$ cat src/rtl/tsel_pkg.sv
package tsel_pkg;
   // Width of a thread number for a given thread count
   function automatic int idx_w(input int n);
      return (n > 1) ? $clog2(n) : 1;
   endfunction
   // Width of a hold counter for a given hold length
   function automatic int hold_w(input int h);
      return (h > 0) ? $clog2(h + 1) : 1;
   endfunction
endpackage

$ cat src/rtl/tsel_hold.sv
module tsel_hold #(
   parameter int HOLD_CYC = 2
) (
   input  logic clk,
   input  logic rst_n,
   input  logic arm,
   output logic blocked
);
   localparam int CW = tsel_pkg::hold_w(HOLD_CYC);

   generate
      if (HOLD_CYC == 0) begin : g_nohold
         assign blocked = 1'b0;
      end else begin : g_cnt
         logic [CW-1:0] cnt_q;
         always_ff @(posedge clk) begin
            if (!rst_n)
               cnt_q <= '0;
            else if (arm)
               cnt_q <= CW'(HOLD_CYC);
            else if (cnt_q != '0)
               cnt_q <= cnt_q - 1'b1;
         end
         assign blocked = (cnt_q != '0);
      end
   endgenerate
endmodule

$ cat src/rtl/tsel_age.sv
module tsel_age #(
   parameter int N_THR = 4
) (
   input  logic                                 clk,
   input  logic                                 rst_n,
   input  logic [N_THR-1:0]                     elig,
   output logic                                 found,
   output logic [tsel_pkg::idx_w(N_THR)-1:0]    pick
);
   localparam int IW = tsel_pkg::idx_w(N_THR);

   logic [IW-1:0] ord_q [N_THR];
   logic [IW-1:0] ord_d [N_THR];
   logic [IW-1:0] pos;

   // Scan from the oldest slot and stop at the first eligible thread
   always_comb begin
      found = 1'b0;
      pos   = '0;
      for (int p = 0; p < N_THR; p++) begin
         if (!found && elig[ord_q[p]]) begin
            found = 1'b1;
            pos   = IW'(p);
         end
      end
   end

   assign pick = found ? ord_q[pos] : '0;

   // Move the winner to the newest slot and close the gap behind it
   always_comb begin
      for (int p = 0; p < N_THR; p++) ord_d[p] = ord_q[p];
      if (found) begin
         for (int p = 0; p < N_THR - 1; p++) begin
            if (IW'(p) >= pos) ord_d[p] = ord_q[p + 1];
         end
         ord_d[N_THR-1] = ord_q[pos];
      end
   end

   always_ff @(posedge clk) begin
      if (!rst_n) begin
         for (int p = 0; p < N_THR; p++) ord_q[p] <= IW'(p);
      end else begin
         for (int p = 0; p < N_THR; p++) ord_q[p] <= ord_d[p];
      end
   end
endmodule

$ cat src/rtl/thread_sel_sched.sv
module thread_sel_sched #(
   parameter int N_THR    = 4,
   parameter int HOLD_CYC = 2
) (
   input  logic                               clk,
   input  logic                               rst_n,
   input  logic [N_THR-1:0]                   thr_valid,
   input  logic [N_THR-1:0]                   thr_load,
   input  logic [N_THR-1:0]                   thr_miss,
   input  logic [N_THR-1:0]                   thr_trap,
   input  logic [N_THR-1:0]                   thr_conflict,
   output logic [N_THR-1:0]                   grant,
   output logic [tsel_pkg::idx_w(N_THR)-1:0]  grant_idx,
   output logic                               idle
);
   localparam int IW = tsel_pkg::idx_w(N_THR);

   generate
      if (N_THR < 2) begin : g_bad_n
         $error("thread_sel_sched: N_THR must be at least 2");
      end
      if (HOLD_CYC < 0) begin : g_bad_h
         $error("thread_sel_sched: HOLD_CYC must not be negative");
      end
   endgenerate

   logic [N_THR-1:0] held;
   logic [N_THR-1:0] elig;
   logic             found;
   logic [IW-1:0]    pick;

   genvar t;
   generate
      for (t = 0; t < N_THR; t++) begin : g_thr
         tsel_hold #(.HOLD_CYC(HOLD_CYC)) u_hold (
            .clk     (clk),
            .rst_n   (rst_n),
            .arm     (grant[t] & thr_load[t]),
            .blocked (held[t])
         );
      end
   endgenerate

   assign elig = thr_valid & ~thr_miss & ~thr_trap & ~thr_conflict & ~held;

   tsel_age #(.N_THR(N_THR)) u_age (
      .clk   (clk),
      .rst_n (rst_n),
      .elig  (elig),
      .found (found),
      .pick  (pick)
   );

   always_comb begin
      grant = '0;
      if (found) grant[pick] = 1'b1;
   end

   assign grant_idx = pick;
   assign idle      = ~found;
endmodule

$ cat config.mk
export PLATFORM = sky130hd
export DESIGN_NAME = thread_sel_sched
export DESIGN_NICKNAME = d
export VERILOG_FILES = /design/src/rtl/tsel_pkg.sv /design/src/rtl/tsel_hold.sv /design/src/rtl/tsel_age.sv /design/src/rtl/thread_sel_sched.sv
export SDC_FILE = /design/constraint.sdc
export NUM_CORES = 1
export LEC_CHECK = 0
export BUFFER_PORTS_ARGS = -buffer_cell sky130_fd_sc_hd__buf_2
export CORE_MARGIN = 5
export CORE_UTILIZATION = 29
export DETAILED_ROUTE_END_ITERATION = 6
export SLEW_MARGIN = 20
export SYNTH_ARGS = -nofsm -noshare
export SYNTH_HDL_FRONTEND = slang
export SYNTH_SLANG_ARGS = --single-unit
$ cat constraint.sdc
create_clock -name clk -period 2.8 [get_ports clk]
set_clock_uncertainty 0.05 [all_clocks]
set_input_delay 0.42 -clock clk [delete_from_list [all_inputs] [get_ports clk]]
set_output_delay 0.42 -clock clk [all_outputs]
set_load 0.1 [all_outputs]
==> results.ini, run 1 <==
[power_and_ir_drop]
p_total_mw=0.707
combPwrFrac_pct=47.4
power_switching_mw=0.259
intPower_mw=0.448
p_per_area_mw_per_mm2=392
vdd_ir_drop_max_uv=272
p_leak_nw=0.791
power.share.clock_pct=16.7
switching_share_pct=36.6
pwr-share-seq_pct=35.9

[status]
violations=negative setup slack
status=complete, but fails checks

[global_route]
grt_max_degree=21
track_usage_pct=13.8
grt_antenna_before_repair=0
grt_pass1_vias=1227
overflow=0
grt_pass1_wl_mm=5.49

[timing]
setup_viol=11
fin_crit_sh_pct=123
min_period_ns=3.45
fmax_mhz=290
setup_tns_ns=-5.12
worst_slack_ns=-0.652
worstMarginPinSlew_ns=0.302
maxSlewViolCount=0
rsz0062_at_grt=yes
slew_headroom_pct=79.6
hold_viol_final=0

[setup_path]
crit_type=flip-flop to output port
end_kind=output port
rr_startpoint=g_thr[2].u_hold.g_cnt.cnt_q[0]
crit_family=simple AND/OR/NAND/NOR gates
cp-startpoint=g_thr[2].u_hold.g_cnt.cnt_q[0]
arrival_ns=2.98
max_stage_delay_ns=0.55
slowest_stage=mux4_2
path_buf_inv=2
critPathRequiredTime_ns=2.33
crit_fanout=5
start_kind=flip-flop
cp_cell_sequence=or4b_4, or3_4, mux4_2, nand2_2, nor2_2, a211o_4, buf_6, nor2_4, buf_12

[synthesis]
ys_warn_count=0
synth_cell_types=39
synth_edf_count=0
ys_seq_area_share_pct=31.5
ys.flop_type=dfxtp_1
synthesis.nets=135
syn_inst=113
synthesis.area_mm2=0.00102
synth-seq-cells=16
syn_avg_cell_area_um2=9.00
synthArstFlopShare_pct=0

[drt]
vias=1168
drtIter0Drc=28
post_drt_wl_per_cell_um=14.1
viasPerCell=5.12
drc=0
dr.pass1.iters=4
wirelength_mm=3.22
ant_nets=0

[clock_network]
clock_sinks=16
tritoncts=done
cts_max_level=1
root_buffer=clkbuf_4
numCtsBuffers=3
clock_latency_ns=0.28
path_clk_slew_ns=0.09
cts.path.max_buffers=2

[die]
io_pins=29
die-height_um=69.2
rows=21
die_w_um=69.2
start_util_pct=30.2
fp.coreArea_mm2=0.00336
die_area_mm2=0.00479

[final_layout]
multi_input_area_um2=783
nNetsFinal=206
seq_area_um2=322
area_growth_pct=77.1
drive_gt1_share_pct=56.6
final_core_utilization_pct=53.6
n_antenna_cell=0
nFillCells=318

[placement]
dp_hpwl_mm=2.60
portBuffers=28
routabilityCongestion=0.922

[worst_hold_path]
worstHoldStart=thr_load[3]
min_path_type=input pin to flip-flop

[flow_run]
max-cap-violations=0

## path summary, 6_finish.rpt
path	endpoint	slack (ns)	cells after the start
worst max-delay path	grant[3]	-0.65	9
worst min-delay path	g_thr[3].u_hold.g_cnt.cnt_q[1]	0.33	3
worst max register to register	g_thr[1].u_hold.g_cnt.cnt_q[1]	-0.48	12
worst min register to register	g_thr[1].u_hold.g_cnt.cnt_q[0]	0.50	1
## layout by cell type (no fill, tap or decap), types with 2 or more instances in the layout
| cell | synthesis | final |
|---|---|---|
| nor3_4 | 0 | 3 |
| and3b_1 | 4 | 4 |
| o21ai_0 | 3 | 3 |
| buf_6 | 0 | 10 |
| nor4b_1 | 2 | 2 |
| o31ai_4 | 0 | 2 |
| nand3b_1 | 2 | 2 |
| mux4_2 | 4 | 4 |
| buf_4 | 0 | 32 |
| buf_12 | 0 | 7 |
| a21boi_0 | 2 | 2 |
| a22oi_1 | 2 | 2 |
| buf_2 | 1 | 21 |
| nor2b_1 | 2 | 2 |
| dfxtp_1 | 16 | 15 |
| nand3_1 | 6 | 6 |
| clkinvlp_4 | 0 | 2 |
| nor2_1 | 9 | 5 |
| nand2_1 | 17 | 17 |
| mux2i_1 | 5 | 4 |
| clkbuf_4 | 0 | 3 |
| nor2_4 | 0 | 3 |
## synthesized netlist by cell type, drive strengths merged, types with 2 or more instances
library cell | count | area share, %
a22oi | 2 | 1.5
nand3 | 6 | 3.0
nand2b | 2 | 1.2
o31ai | 3 | 3.7
a221oi | 2 | 2.3
nor3 | 5 | 2.5
inv | 3 | 1.1
o21ai | 3 | 1.5
dfxtp | 16 | 31
clkbuf | 3 | 1.1
nand3b | 2 | 1.5
mux2i | 5 | 4.9
and2 | 2 | 1.2
nor2b | 2 | 1.2
nor4b | 2 | 1.7
nand2 | 18 | 6.9
or4b | 2 | 2.0
nor2 | 9 | 3.3
mux4 | 4 | 8.9
and3b | 5 | 4.4
a21boi | 2 | 1.5
## kinds of logic (layout without fill, tap and decap cells)
kind of cell	Yosys count	after routing	share of synthesized area [%]
AOI/OAI and AO/OA	19	19	17.3
buffers and inverters	7	76	2.71
muxes	10	10	14.9
DFF	16	16	31.5
and+or+nand+nor	61	61	33.6
## worst min-delay path: stages
cell and delay [ns]:
buf_2 0.10, nand2_1 0.06, o31ai_2 0.05
## repair_timing
item | CTS | global route
buffers inserted | 6 | 4
hold buffers | 0 | 0
pin swaps | 6 | 6
endpoints found under the setup margin | 10 | 12
hold endpoints to repair | 0 | 0
resized for setup | 17 | 8
## state kept, by name (all words and copies together), names as in the netlist
register                  cells
u_age.ord_q                   8
g_thr.u_hold.g_cnt.cnt_q      8
## layer usage
layer / GRT usage [%] / part of all wire [%] / vias to the layer above
li1: - / - / 570
met4: 6.29 / 2.6 / 0
met3: 3.48 / 6.6 / 10
met2: 22.5 / 48 / 47
met5: 0 / 0 / -
met1: 16.9 / 43 / 541
## cell type report
type	instances	area share [%]
Timing Repair Buffer	70	33.2
Clock buffer	3	1.25
Tap cell	46	3.19
Sequential cell	16	17.8
Inverter	3	1.04
Multi-Input combinational cell	90	43.5
## power groups by stage
stage | Combinational (mW) | Clock, mW | Sequential [mW]
after detailed placement | 0.284 | 0 | 0.258
final | 0.335 | 0.118 | 0.253
after floorplan | 0.168 | 0 | 0.255
after global placement | 0.279 | 0 | 0.258
after CTS | 0.317 | 0.122 | 0.253
after global routing | 0.355 | 0.135 | 0.256
## stage by stage
| step | hold WS (ns) | cells | instance area [um^2] | setup slack (ns) |
|---|---|---|---|---|
| 6_report | 0.329 | 228 | 1800 | -0.652 |
| 5_1_grt | 0.324 | 228 | 1800 | -0.741 |
| 4_1_cts | 0.329 | 225 | 1740 | -0.668 |
| 3_5_place_dp | 0.463 | 216 | 1590 | -0.577 |
| 3_3_place_gp | 0.456 | 216 | 1590 | -0.490 |
| 2_1_floorplan | 0.419 | 113 | 1080 | -0.729 |
Power figures use the tool's default switching activity.
==> inputs of run 2 (changes only) <==
ABC_AREA = 1   (was unset)
CTS_CLUSTER_DIAMETER = 30   (was unset)
==> results.ini, run 2 <==
[placement]
routabilityCongestion=0.865  ; -6.1%
dp_hpwl_mm=2.11  ; -19%
portBuffers=28  ; unchanged
dpl-instance-area_mm2=0.00137  ; -14%
dpl.cell_count=216  ; unchanged
place_ws_ns=0.158  ; +0.736 ns

[global_route]
grt_max_degree=11  ; -48%
grt_antenna_before_repair=0  ; unchanged
track_usage_pct=10.9  ; -2.9 points
grt_pass1_wl_mm=4.38  ; -20%
grt_pass1_vias=920  ; -25%
overflow=0  ; unchanged

[die]
die-height_um=70.6  ; +2.0%
start_util_pct=29.6  ; -0.68 points
die_w_um=70.6  ; +2.0%
rows=22  ; +4.8%
fp.coreArea_mm2=0.00361  ; +7.2%
io_pins=29  ; unchanged
die_area_mm2=0.00499  ; +4.1%

[drt]
vias=1011  ; -13%
dr.pass1.iters=4  ; unchanged
dr_wl_met2_mm=1.15  ; -26%
viasPerCell=4.60  ; -10%
drtIter0Drc=51  ; +82%
dr_wl_met3_um=176  ; -18%
met1Wirelength_mm=1.20  ; -13%
drc=0  ; unchanged
top_layer=met4
post_drt_wl_per_cell_um=11.8  ; -17%
ant_nets=0  ; unchanged
wirelength_mm=2.59  ; -20%

[synthesis]
synthesis.area_mm2=0.00107  ; +4.8%
synth_cell_types=22  ; -44%
ys_warn_count=0  ; unchanged
syn_inst=140  ; +24%
ys.flop_type=dfxtp_1
synth_top_area_share_pct=30.0  ; -1.4 points
yosysMostFrequentCell=nand2_1
ys_seq_area_share_pct=30.0  ; -1.4 points
synthesis.nets=162  ; +20%
synth.area.top_cells=dfxtp_1 (30%), nand2_1 (7.7%), nand3_2 (6.6%)
synth_commonest_cells=nand2_1 (22), dfxtp_1 (16), nand3_1 (13)
syn_avg_cell_area_um2=7.61  ; -15%
synth_edf_count=0  ; unchanged
synthArstFlopShare_pct=0  ; unchanged
yosysTopAreaCell=dfxtp_1
synth-seq-cells=16  ; unchanged

[final_layout]
n_antenna_cell=0  ; unchanged
fin_cells=220  ; -3.5%
final_core_utilization_pct=39.9  ; -14 points
drive_gt1_share_pct=42.4  ; -14 points
layout_common_cells=nand2_1 (22), buf_2 (22), dfxtp_1 (16)
top_regs=g_thr.u_hold.g_cnt.cnt_q x8, u_age.ord_q x8
area_growth_pct=35.0
nNetsFinal=195  ; -5.3%
nFillCells=385  ; +21%
fin_area_mm2=0.00144  ; -20%

[setup_path]
crit_fanout=5  ; unchanged
cp_cell_sequence=nor2_2, nand3_2, o211ai_1, nand2_2, nand2_4, nand2_2, nand2_1, inv_2, nor2_2, nor2_8, nor2_4, buf_12
arrival_ns=2.16  ; -0.82 ns
reg2reg_slack_ns=0.89  ; +1.37 ns
start_kind=flip-flop
slowest_stage=dfxtp_1
crit_type=flip-flop to output port
end_kind=output port
critPathRequiredTime_ns=2.33  ; about the same
max_stage_delay_ns=0.32  ; -0.23 ns

[flow_run]
max-cap-violations=0  ; unchanged

[clock_network]
root_buffer=clkbuf_8
tritoncts=done
clock_sinks=16  ; unchanged
cts_max_level=1  ; unchanged
cts.path.max_buffers=2  ; unchanged
numCtsBuffers=3  ; unchanged
clock_latency_ns=0.26  ; -0.02 ns
path_clk_slew_ns=0.07  ; -0.02 ns
post_cts_buffers=0  ; -6

[status]
status=finished clean

[timing]
hold_viol_final=0  ; unchanged
fin_crit_sh_pct=94.0  ; -29 points
maxSlewViolCount=0  ; unchanged
slew_headroom_pct=67.6  ; -12 points
min_period_ns=2.63  ; -0.821 ns
fmax_mhz=380  ; +31%
worst_slack_ns=0.169  ; +0.821 ns
setup_viol=0  ; -11
worstMarginPinSlew_ns=0.489  ; +0.187 ns

[worst_hold_path]
min_path_type=input pin to flip-flop

-- run 2: cell count changes after synthesis, moves of 6 or more --
cell / previous run / this run
nand3_1: 6 / 13
a21oi_1: 0 / 10
inv_1: 3 / 11
nand3_2: 0 / 7
nand4_1: 0 / 6
nand2_4: 0 / 6
-- run 2: metal layers --
metal  vias to the layer above  track usage, %
met3                         7            1.85
met2                        29            17.0
met1                       439            14.1
met4                         0            6.26
li1                        536               -
met5                         -               0
-- run 2: layout make-up --
cell class                 count  area (um^2)  area share, %
inverter                      17         68.8           4.78
tap                           48         60.1           4.17
clock buffer                   4         55.1           3.83
sequential                    16          320           22.3
multi-input combinational    107          704           49.0
timing repair buffer          28          230           16.0
-- run 2: critical path: cells and delay by family, from the launching register on --
family          cells  cell delay [ns]
simple gates        9             1.13
flops               1             0.32
compound gates      1             0.23
buf+inv             2             0.22
-- run 2: kinds of logic after synthesis --
group,Yosys count,share of synthesized area [%]
buffers and inverters,17,6.45
and+or+nand+nor,86,51.4
DFF,16,30.0
AOI/OAI and AO/OA,21,12.1
-- run 2: worst paths after layout --
check	startpoint	to	cells past startpoint
min	thr_load[3]	g_thr[3].u_hold.g_cnt.cnt_q[1]	3
min reg2reg	g_thr[3].u_hold.g_cnt.cnt_q[1]	g_thr[3].u_hold.g_cnt.cnt_q[1]	2
max	g_thr[0].u_hold.g_cnt.cnt_q[1]	grant[1]	12
max reg2reg	g_thr[0].u_hold.g_cnt.cnt_q[1]	g_thr[3].u_hold.g_cnt.cnt_q[1]	12
-- run 2: timing repair --
action	in CTS	in global routing
endpoints found under the setup margin	0	3
hold buffers	0	0
resized for setup	0	3
-- run 2: metrics by stage --
stage | hold WS, ns | setup TNS, ns
after CTS | 0.364 | 0
final | 0.364 | 0
after detailed placement | 0.413 | 0
after global routing | 0.377 | -0.00140
after global placement | 0.405 | 0
after floorplan | 0.397 | -0.346
Power of run 2 is not shown: default switching activity piles up to over one toggle a cycle in this logic, so the estimate is an artifact.
